File: src/rtl/usb_hs_pkg.sv
// Shared encodings for the endpoint handshake block.
// Assumes a two-bit token kind and a two-bit handshake code on the ports.
package usb_hs_pkg;

    typedef enum logic [1:0] {
        TK_OUT   = 2'd0,
        TK_IN    = 2'd1,
        TK_SETUP = 2'd2,
        TK_RSVD  = 2'd3
    } tok_kind_e;

    typedef enum logic [1:0] {
        HS_NONE  = 2'd0,
        HS_ACK   = 2'd1,
        HS_NAK   = 2'd2,
        HS_STALL = 2'd3
    } hs_code_e;

endpackage

File: src/rtl/usb_ep_slot.sv
// Per-endpoint state: halt, expected data toggle, FIFO-ready flag.
// Assumes all strobes are already qualified for this endpoint by the top.
// Host strobes override transaction updates made in the same cycle.
module usb_ep_slot #(
    parameter bit IS_CTRL = 1'b0
) (
    input  logic clk,
    input  logic rst_n,
    input  logic bus_reset,
    input  logic setup_hit,
    input  logic ack_hit,
    input  logic host_hit,
    input  logic host_set_halt,
    input  logic host_clr_halt,
    input  logic host_ep_reset,
    input  logic host_fifo_set,
    output logic halted,
    output logic toggle,
    output logic fifo_en
);

    logic clr_ok;
    logic setup_clr;
    logic nxt_halt;
    logic nxt_tog;
    logic nxt_fifo;

    // Only the control endpoint honours clear-halt and setup halt release.
    generate
        if (IS_CTRL) begin : g_ctrl
            assign clr_ok    = host_hit & host_clr_halt;
            assign setup_clr = setup_hit;
        end else begin : g_data
            assign clr_ok    = 1'b0 & host_clr_halt;
            assign setup_clr = 1'b0;
        end
    endgenerate

    // Next halt: setup release, then host reset, clear, set in rising priority.
    always_comb begin
        nxt_halt = halted;
        if (setup_clr)                  nxt_halt = 1'b0;
        if (host_hit && host_ep_reset)  nxt_halt = 1'b0;
        if (clr_ok)                     nxt_halt = 1'b0;
        if (host_hit && host_set_halt)  nxt_halt = 1'b1;
    end

    // Next toggle: setup restarts, ACK flips, host reset restarts.
    always_comb begin
        nxt_tog = toggle;
        if (setup_hit)                  nxt_tog = 1'b0;
        if (ack_hit)                    nxt_tog = ~toggle;
        if (host_hit && host_ep_reset)  nxt_tog = 1'b0;
    end

    // Next FIFO-ready: ACK consumes, host reset clears, host set arms.
    always_comb begin
        nxt_fifo = fifo_en;
        if (ack_hit)                    nxt_fifo = 1'b0;
        if (host_hit && host_ep_reset)  nxt_fifo = 1'b0;
        if (host_hit && host_fifo_set)  nxt_fifo = 1'b1;
    end

    // State registers with synchronous reset and bus reset.
    always_ff @(posedge clk) begin
        if (!rst_n || bus_reset) begin
            halted  <= 1'b0;
            toggle  <= 1'b0;
            fifo_en <= 1'b0;
        end else begin
            halted  <= nxt_halt;
            toggle  <= nxt_tog;
            fifo_en <= nxt_fifo;
        end
    end

endmodule

File: src/rtl/usb_ctrl_stall.sv
// Control-endpoint stall sources kept apart from its halt bit:
// a host forced-stall command and a latch that holds STALL once sent.
// Both are released only by a valid setup on endpoint 0.
module usb_ctrl_stall (
    input  logic clk,
    input  logic rst_n,
    input  logic bus_reset,
    input  logic setup_ep0,
    input  logic stall_sent_ep0,
    input  logic host_stall_cmd,
    output logic stall_force
);

    logic cmd_q;
    logic latch_q;

    // Forced-stall command: host set wins over setup release.
    always_ff @(posedge clk) begin
        if (!rst_n || bus_reset) begin
            cmd_q <= 1'b0;
        end else if (host_stall_cmd) begin
            cmd_q <= 1'b1;
        end else if (setup_ep0) begin
            cmd_q <= 1'b0;
        end
    end

    // STALL persistence latch: set on a sent STALL, cleared by setup.
    always_ff @(posedge clk) begin
        if (!rst_n || bus_reset) begin
            latch_q <= 1'b0;
        end else if (setup_ep0) begin
            latch_q <= 1'b0;
        end else if (stall_sent_ep0) begin
            latch_q <= 1'b1;
        end
    end

    assign stall_force = cmd_q | latch_q;

endmodule

File: src/rtl/usb_hs_decide.sv
// Combinational handshake decision for one transaction.
// Priority: damaged or reserved -> none, setup -> ACK, stall -> STALL,
// FIFO not ready -> NAK, else ACK. Uses state held before this cycle.
module usb_hs_decide
    import usb_hs_pkg::*;
#(
    parameter int NUM_EP = 4,
    parameter int EPW    = 2
) (
    input  logic              tok_valid,
    input  logic [1:0]        tok_kind,
    input  logic [EPW-1:0]    tok_ep,
    input  logic              tok_ok,
    input  logic [NUM_EP-1:0] halted,
    input  logic [NUM_EP-1:0] fifo_en,
    input  logic              stall_force,
    output hs_code_e          code,
    output logic              setup_ack,
    output logic              data_ack,
    output logic              stall_sent
);

    logic is_ep0;
    logic ep_halt;
    logic ep_fifo;

    assign is_ep0  = (tok_ep == '0);
    assign ep_halt = halted[tok_ep];
    assign ep_fifo = fifo_en[tok_ep];

    // Priority chain producing the handshake and its side-effect strobes.
    always_comb begin
        code       = HS_NONE;
        setup_ack  = 1'b0;
        data_ack   = 1'b0;
        stall_sent = 1'b0;
        if (tok_valid && tok_ok && tok_kind != TK_RSVD) begin
            if (tok_kind == TK_SETUP) begin
                code      = HS_ACK;
                setup_ack = 1'b1;
            end else if (ep_halt || (is_ep0 && stall_force)) begin
                code       = HS_STALL;
                stall_sent = 1'b1;
            end else if (!ep_fifo) begin
                code = HS_NAK;
            end else begin
                code     = HS_ACK;
                data_ack = 1'b1;
            end
        end
    end

endmodule

File: src/rtl/usb_cfg_state.sv
// Addressed / configured device state under host control.
// Assumes the host issues configure and unconfigure as one-cycle strobes.
module usb_cfg_state (
    input  logic clk,
    input  logic rst_n,
    input  logic bus_reset,
    input  logic host_cfg,
    input  logic host_uncfg,
    output logic configured
);

    // Configure only from addressed, unconfigure only from configured.
    always_ff @(posedge clk) begin
        if (!rst_n || bus_reset) begin
            configured <= 1'b0;
        end else if (host_cfg && !configured) begin
            configured <= 1'b1;
        end else if (host_uncfg && configured) begin
            configured <= 1'b0;
        end
    end

endmodule

File: src/rtl/usb_ep_hs_ctrl.sv
// Top of the endpoint handshake and halt control block.
// Decides the handshake for each decoded transaction, registers it for one
// cycle, and holds halt, toggle and FIFO-ready state for NUM_EP endpoints.
// Assumes endpoint 0 is the control endpoint and at most one transaction
// per cycle.
module usb_ep_hs_ctrl
    import usb_hs_pkg::*;
#(
    parameter int NUM_EP = 4,
    localparam int EPW   = (NUM_EP > 1) ? $clog2(NUM_EP) : 1
) (
    input  logic              clk,
    input  logic              rst_n,
    input  logic              bus_reset,
    input  logic              tok_valid,
    input  logic [1:0]        tok_kind,
    input  logic [EPW-1:0]    tok_ep,
    input  logic              tok_ok,
    input  logic [EPW-1:0]    host_sel,
    input  logic              host_set_halt,
    input  logic              host_clr_halt,
    input  logic              host_ep_reset,
    input  logic              host_fifo_set,
    input  logic              host_stall_cmd,
    input  logic              host_cfg,
    input  logic              host_uncfg,
    output logic              resp_valid,
    output logic [1:0]        resp_code,
    output logic [NUM_EP-1:0] ep_halted,
    output logic [NUM_EP-1:0] ep_toggle,
    output logic [NUM_EP-1:0] ep_fifo_en,
    output logic              dev_configured
);

    hs_code_e code;
    logic     setup_ack;
    logic     data_ack;
    logic     stall_sent;
    logic     stall_force;
    logic     setup_ep0;
    logic     stall_ep0;

    usb_hs_decide #(.NUM_EP(NUM_EP), .EPW(EPW)) u_decide (
        .tok_valid   (tok_valid),
        .tok_kind    (tok_kind),
        .tok_ep      (tok_ep),
        .tok_ok      (tok_ok),
        .halted      (ep_halted),
        .fifo_en     (ep_fifo_en),
        .stall_force (stall_force),
        .code        (code),
        .setup_ack   (setup_ack),
        .data_ack    (data_ack),
        .stall_sent  (stall_sent)
    );

    assign setup_ep0 = setup_ack  && (tok_ep == '0);
    assign stall_ep0 = stall_sent && (tok_ep == '0);

    usb_ctrl_stall u_ctrl_stall (
        .clk            (clk),
        .rst_n          (rst_n),
        .bus_reset      (bus_reset),
        .setup_ep0      (setup_ep0),
        .stall_sent_ep0 (stall_ep0),
        .host_stall_cmd (host_stall_cmd),
        .stall_force    (stall_force)
    );

    // One state slot per endpoint; slot 0 is the control endpoint.
    generate
        for (genvar i = 0; i < NUM_EP; i++) begin : g_ep
            logic tok_here;
            logic host_here;
            assign tok_here  = (tok_ep   == EPW'(i));
            assign host_here = (host_sel == EPW'(i));
            usb_ep_slot #(.IS_CTRL(i == 0)) u_slot (
                .clk           (clk),
                .rst_n         (rst_n),
                .bus_reset     (bus_reset),
                .setup_hit     (setup_ack & tok_here),
                .ack_hit       (data_ack & tok_here),
                .host_hit      (host_here),
                .host_set_halt (host_set_halt),
                .host_clr_halt (host_clr_halt),
                .host_ep_reset (host_ep_reset),
                .host_fifo_set (host_fifo_set),
                .halted        (ep_halted[i]),
                .toggle        (ep_toggle[i]),
                .fifo_en       (ep_fifo_en[i])
            );
        end
    endgenerate

    usb_cfg_state u_cfg (
        .clk        (clk),
        .rst_n      (rst_n),
        .bus_reset  (bus_reset),
        .host_cfg   (host_cfg),
        .host_uncfg (host_uncfg),
        .configured (dev_configured)
    );

    // Handshake output register, one cycle after the transaction.
    always_ff @(posedge clk) begin
        if (!rst_n || bus_reset) begin
            resp_valid <= 1'b0;
            resp_code  <= HS_NONE;
        end else begin
            resp_valid <= tok_valid;
            resp_code  <= code;
        end
    end

endmodule

File: config.mk
export PLATFORM = sky130hd
export DESIGN_NAME = usb_ep_hs_ctrl
export DESIGN_NICKNAME = d
export VERILOG_FILES = /design/src/rtl/usb_hs_pkg.sv /design/src/rtl/usb_ep_slot.sv /design/src/rtl/usb_ctrl_stall.sv /design/src/rtl/usb_hs_decide.sv /design/src/rtl/usb_cfg_state.sv /design/src/rtl/usb_ep_hs_ctrl.sv
export SDC_FILE = /design/constraint.sdc
export NUM_CORES = 1
export LEC_CHECK = 0
export ABC_AREA = 1
export BUFFER_PORTS_ARGS = -buffer_cell sky130_fd_sc_hd__buf_2
export CORE_UTILIZATION = 50
export DETAILED_ROUTE_END_ITERATION = 10
export PLACE_DENSITY = 0.78
export SYNTH_ARGS = -nofsm -noshare
export SYNTH_HDL_FRONTEND = slang
export SYNTH_SLANG_ARGS = --single-unit
File: constraint.sdc
create_clock -name clk -period 2.28 [get_ports clk]
set_input_delay 0.456 -clock clk [delete_from_list [all_inputs] [get_ports clk]]
set_output_delay 0.456 -clock clk [all_outputs]
set_load 0.05 [all_outputs]
==> run_summary.xml <==
<?xml version="1.0" encoding="UTF-8"?>
<metrics>
  <group name="timing">
    <metric name="period_share" unit="">0.624</metric>
    <metric name="layout_min_cycle_time" unit="ns">1.42</metric>
    <metric name="slew-limit-headroom" unit="">0.586</metric>
    <metric name="fin_setup_tns" unit="ns">0</metric>
    <metric name="slew_viol_final" unit="">0</metric>
    <metric name="worst_clock_skew" unit="ns">0.00266</metric>
    <metric name="fin_ws" unit="ns">0.857</metric>
    <metric name="rsz0062_at_grt" unit="">false</metric>
    <metric name="max_clock_freq" unit="MHz">703</metric>
    <metric name="setup_viol" unit="">0</metric>
    <metric name="hold_viol" unit="">0</metric>
    <metric name="slew_of_the_pin_with_the_lowest_slew_margin" unit="ns">0.618</metric>
  </group>
  <group name="place">
    <metric name="dpl_worst_slack" unit="ns">0.593</metric>
    <metric name="dp.final_hpwl" unit="um">1890</metric>
    <metric name="io_buffer_count" unit="">33</metric>
    <metric name="place.gp.congestion" unit="">0.884</metric>
  </group>
  <group name="cts">
    <metric name="cts_resized" unit="">0</metric>
    <metric name="cts.sink_count" unit="">18</metric>
    <metric name="cts.path.max_buffers" unit="">2</metric>
    <metric name="cts.repair_timing.setup_buffer_count" unit="">0</metric>
    <metric name="cts_tree" unit="">yes</metric>
    <metric name="cts_inserted_buffers" unit="">3</metric>
    <metric name="h_tree_levels" unit="">1</metric>
    <metric name="worstSkewPairLatency" unit="ns">0.29</metric>
    <metric name="cts_root_buf" unit="">clkbuf_4</metric>
    <metric name="cts_clock_pin_slew_for_the_worst_setup_and_hold_paths" unit="ns">0.11</metric>
    <metric name="cts.hold.buffers_added" unit="">0</metric>
  </group>
  <group name="power_and_ir_drop">
    <metric name="power-per-cell-area" unit="mW/mm2">522</metric>
    <metric name="lkg_pwr" unit="nW">0.661</metric>
    <metric name="worst_vdd_drop" unit="V">0.000368</metric>
  </group>
  <group name="cells_and_area">
    <metric name="drive_above_1_share" unit="">0.283</metric>
    <metric name="num_antenna_cells" unit="">0</metric>
    <metric name="nNetsFinal" unit="">199</metric>
    <metric name="area_growth_syn_to_layout" unit="%">12.2</metric>
    <metric name="most_frequent_standard_cell_in_the_layout_excluding_fill_and_tap_cells" unit="">nand2_1</metric>
    <metric name="mostFrequentLayoutCells" unit="">39 x nand2_1, 33 x buf_2, 22 x inv_1, 18 x dfxtp_1, 17 x nor2_1</metric>
    <metric name="fraction_of_the_core_area_covered_by_cells_at_the_end_of_the_flow" unit="">0.610</metric>
  </group>
  <group name="worst_setup_path">
    <metric name="crit_buf_inv" unit="">1</metric>
    <metric name="cp_cell_sequence" unit="">buf_2</metric>
    <metric name="worstSetupPathType" unit="">register to output port</metric>
    <metric name="critPathMaxFanout" unit="">3</metric>
    <metric name="end_kind" unit="">output port</metric>
    <metric name="worst_ep_arrival_time" unit="ns">0.97</metric>
    <metric name="critical_path.max_stage_delay" unit="ns">0.39</metric>
    <metric name="critical_path.slowest_cell" unit="">dfxtp_1</metric>
    <metric name="critPathRequiredTime" unit="ns">1.82</metric>
    <metric name="critPathLaunchType" unit="">register</metric>
    <metric name="path_delay_family" unit="">flip-flops</metric>
  </group>
  <group name="route">
    <metric name="wirelength" unit="um">2280</metric>
    <metric name="routed_wire_length_per_instance" unit="um">11.0</metric>
    <metric name="first_iter_violations" unit="">18</metric>
    <metric name="post_detailed_route_count_of_antenna_violating_nets" unit="">0</metric>
    <metric name="route.vias.total" unit="">1031</metric>
    <metric name="route.detailed.drc" unit="">0</metric>
    <metric name="viasPerCell" unit="">4.98</metric>
    <metric name="drt_pre_antenna_iters" unit="">4</metric>
  </group>
  <group name="synth">
    <metric name="synth_sequential_area_ratio" unit="">0.328</metric>
    <metric name="synth.top_cell.area_share" unit="">0.328</metric>
    <metric name="postSynthRegisterBits" unit="">18</metric>
    <metric name="post_synth_num_cell_types" unit="">26</metric>
    <metric name="syn-mean-instance-area" unit="um2">7.00</metric>
    <metric name="syn_nets" unit="">175</metric>
    <metric name="post_synth_instance_area" unit="mm2">0.00110</metric>
    <metric name="netlist_instances" unit="">157</metric>
    <metric name="netlist_top_cells_area" unit="">dfxtp_1 33%, nand2_1 13%, buf_4 8.9%, inv_1 7.5%, nor2_1 5.8%</metric>
    <metric name="yosys.area.top_type" unit="">dfxtp_1</metric>
    <metric name="yosysWarnings" unit="">0</metric>
  </group>
  <group name="status">
    <metric name="outcome" unit="">complete, no violations</metric>
  </group>
  <group name="global_routing">
    <metric name="total_overflow_reported_by_the_global_router" unit="">0</metric>
    <metric name="first_global_vias" unit="">1011</metric>
    <metric name="maximum_number_of_pins_on_one_net_before_global_route_repair" unit="">12</metric>
    <metric name="first_pass_grt_wire_length" unit="um">4280</metric>
    <metric name="antenna_found_initial" unit="">0</metric>
    <metric name="track_usage" unit="">0.230</metric>
  </group>
  <group name="die">
    <metric name="floorplan_core_area" unit="mm2">0.00202</metric>
    <metric name="count_of_pins_on_the_block_boundary" unit="">34</metric>
    <metric name="chipHeight" unit="um">48.9</metric>
    <metric name="floorplan.die_area" unit="mm2">0.00239</metric>
    <metric name="initial_core_util" unit="">0.543</metric>
    <metric name="placement_rows" unit="">16</metric>
    <metric name="die-width" unit="um">48.9</metric>
  </group>
  <group name="job">
    <metric name="max-cap-violations" unit="">0</metric>
  </group>
  <group name="worst_hold_path">
    <metric name="hp-class" unit="">primary input to register</metric>
  </group>
</metrics>
[kinds of logic after synthesis]
family          Yosys count  share of synthesized area
compound gates           17                     0.0957
buf+inv                  41                      0.185
simple gates             81                      0.392
flops                    18                      0.328
[worst register-to-register path, cell delays in order (launching register included)]
cell      delay [ns]
dfxtp_1         0.36
clkinv_1        0.11
nand2_1         0.13
nand2_4         0.08
nor2_8          0.14
nand3_2         0.12
a21oi_1         0.16
nor2_1          0.06
[cells in the mapped netlist]
cell and count:
nand3_1 6, nor2_1 17, a21oi_1 9, nor2_8 2, o21ai_0 3, nor3_1 2
inv_2 2, clkbuf_1 1, nand2_1 39, buf_4 13, nand4_2 1, inv_1 22
nor3b_1 1, and3_1 1, nand3b_1 1, nand2_4 2, nand3_4 1, clkinv_1 3
nand3_2 3, nand4_1 3, a31oi_1 1, nor2_2 1, a32o_1 3, a21oi_2 1
dfxtp_1 18, nor2_4 1
[sequential cells by signal, indices dropped and copies added (netlist names)]
register	cells
g_ep.u_slot.toggle	4
u_cfg.configured	1
g_ep.u_slot.halted	4
u_ctrl_stall.latch_q	1
g_ep.u_slot.fifo_en	4
u_ctrl_stall.cmd_q	1
resp_code	2
resp_valid	1
[where the power goes]
group | total, mW | leakage [nW] | switching, mW | internal (mW)
registers | 0.325 | 0.146 | 0.00409 | 0.321
logic | 0.120 | 0.494 | 0.0821 | 0.0375
clock network | 0.199 | 0.0210 | 0.102 | 0.0973
[path summary, 6_finish.rpt]
check / start / end / slack (ns) / depth (start not counted)
hold reg to reg: u_cfg.configured$_SDFFE_PP0P_ / u_cfg.configured$_SDFFE_PP0P_ / 0.46 / 1
hold / removal: host_uncfg / u_cfg.configured$_SDFFE_PP0P_ / 0.32 / 2
setup / recovery: g_ep[2].u_slot.halted$_SDFFE_PP0P_ / ep_halted[2] / 0.86 / 1
setup reg to reg: g_ep[0].u_slot.fifo_en$_SDFFE_PP0P_ / g_ep[2].u_slot.toggle$_SDFFE_PP0P_ / 1.03 / 7
[cell type report]
| type | instances | area, um2 |
|---|---|---|
| inverter | 27 | 101 |
| sequential | 18 | 360 |
| clock buffer | 4 | 36.3 |
| multi-input combinational | 98 | 536 |
| fill | 205 | 790 |
| tap | 27 | 33.8 |
| timing repair buffer | 33 | 165 |
[per-stage QoR]
step | cell area [um2] | hold WS (ns) | std cells | total power [mW]
floorplan | 1100 | 0.437 | 157 | 0.420
global placement | 1200 | 0.437 | 203 | 0.450
detailed placement | 1200 | 0.444 | 203 | 0.452
CTS | 1230 | 0.320 | 207 | 0.643
global route | 1230 | 0.320 | 207 | 0.674
finish | 1230 | 0.323 | 207 | 0.644
[per-layer routing]
layer / global-route usage / vias to the layer above / part of all wire
li1: - / 530 / -
met1: 0.286 / 463 / 0.48
met2: 0.380 / 32 / 0.46
met3: 0.0405 / 6 / 0.037
met4: 0.113 / 0 / 0.024
met5: 0 / - / 0
No activity file was read; power rests on OpenSTA's default activity.
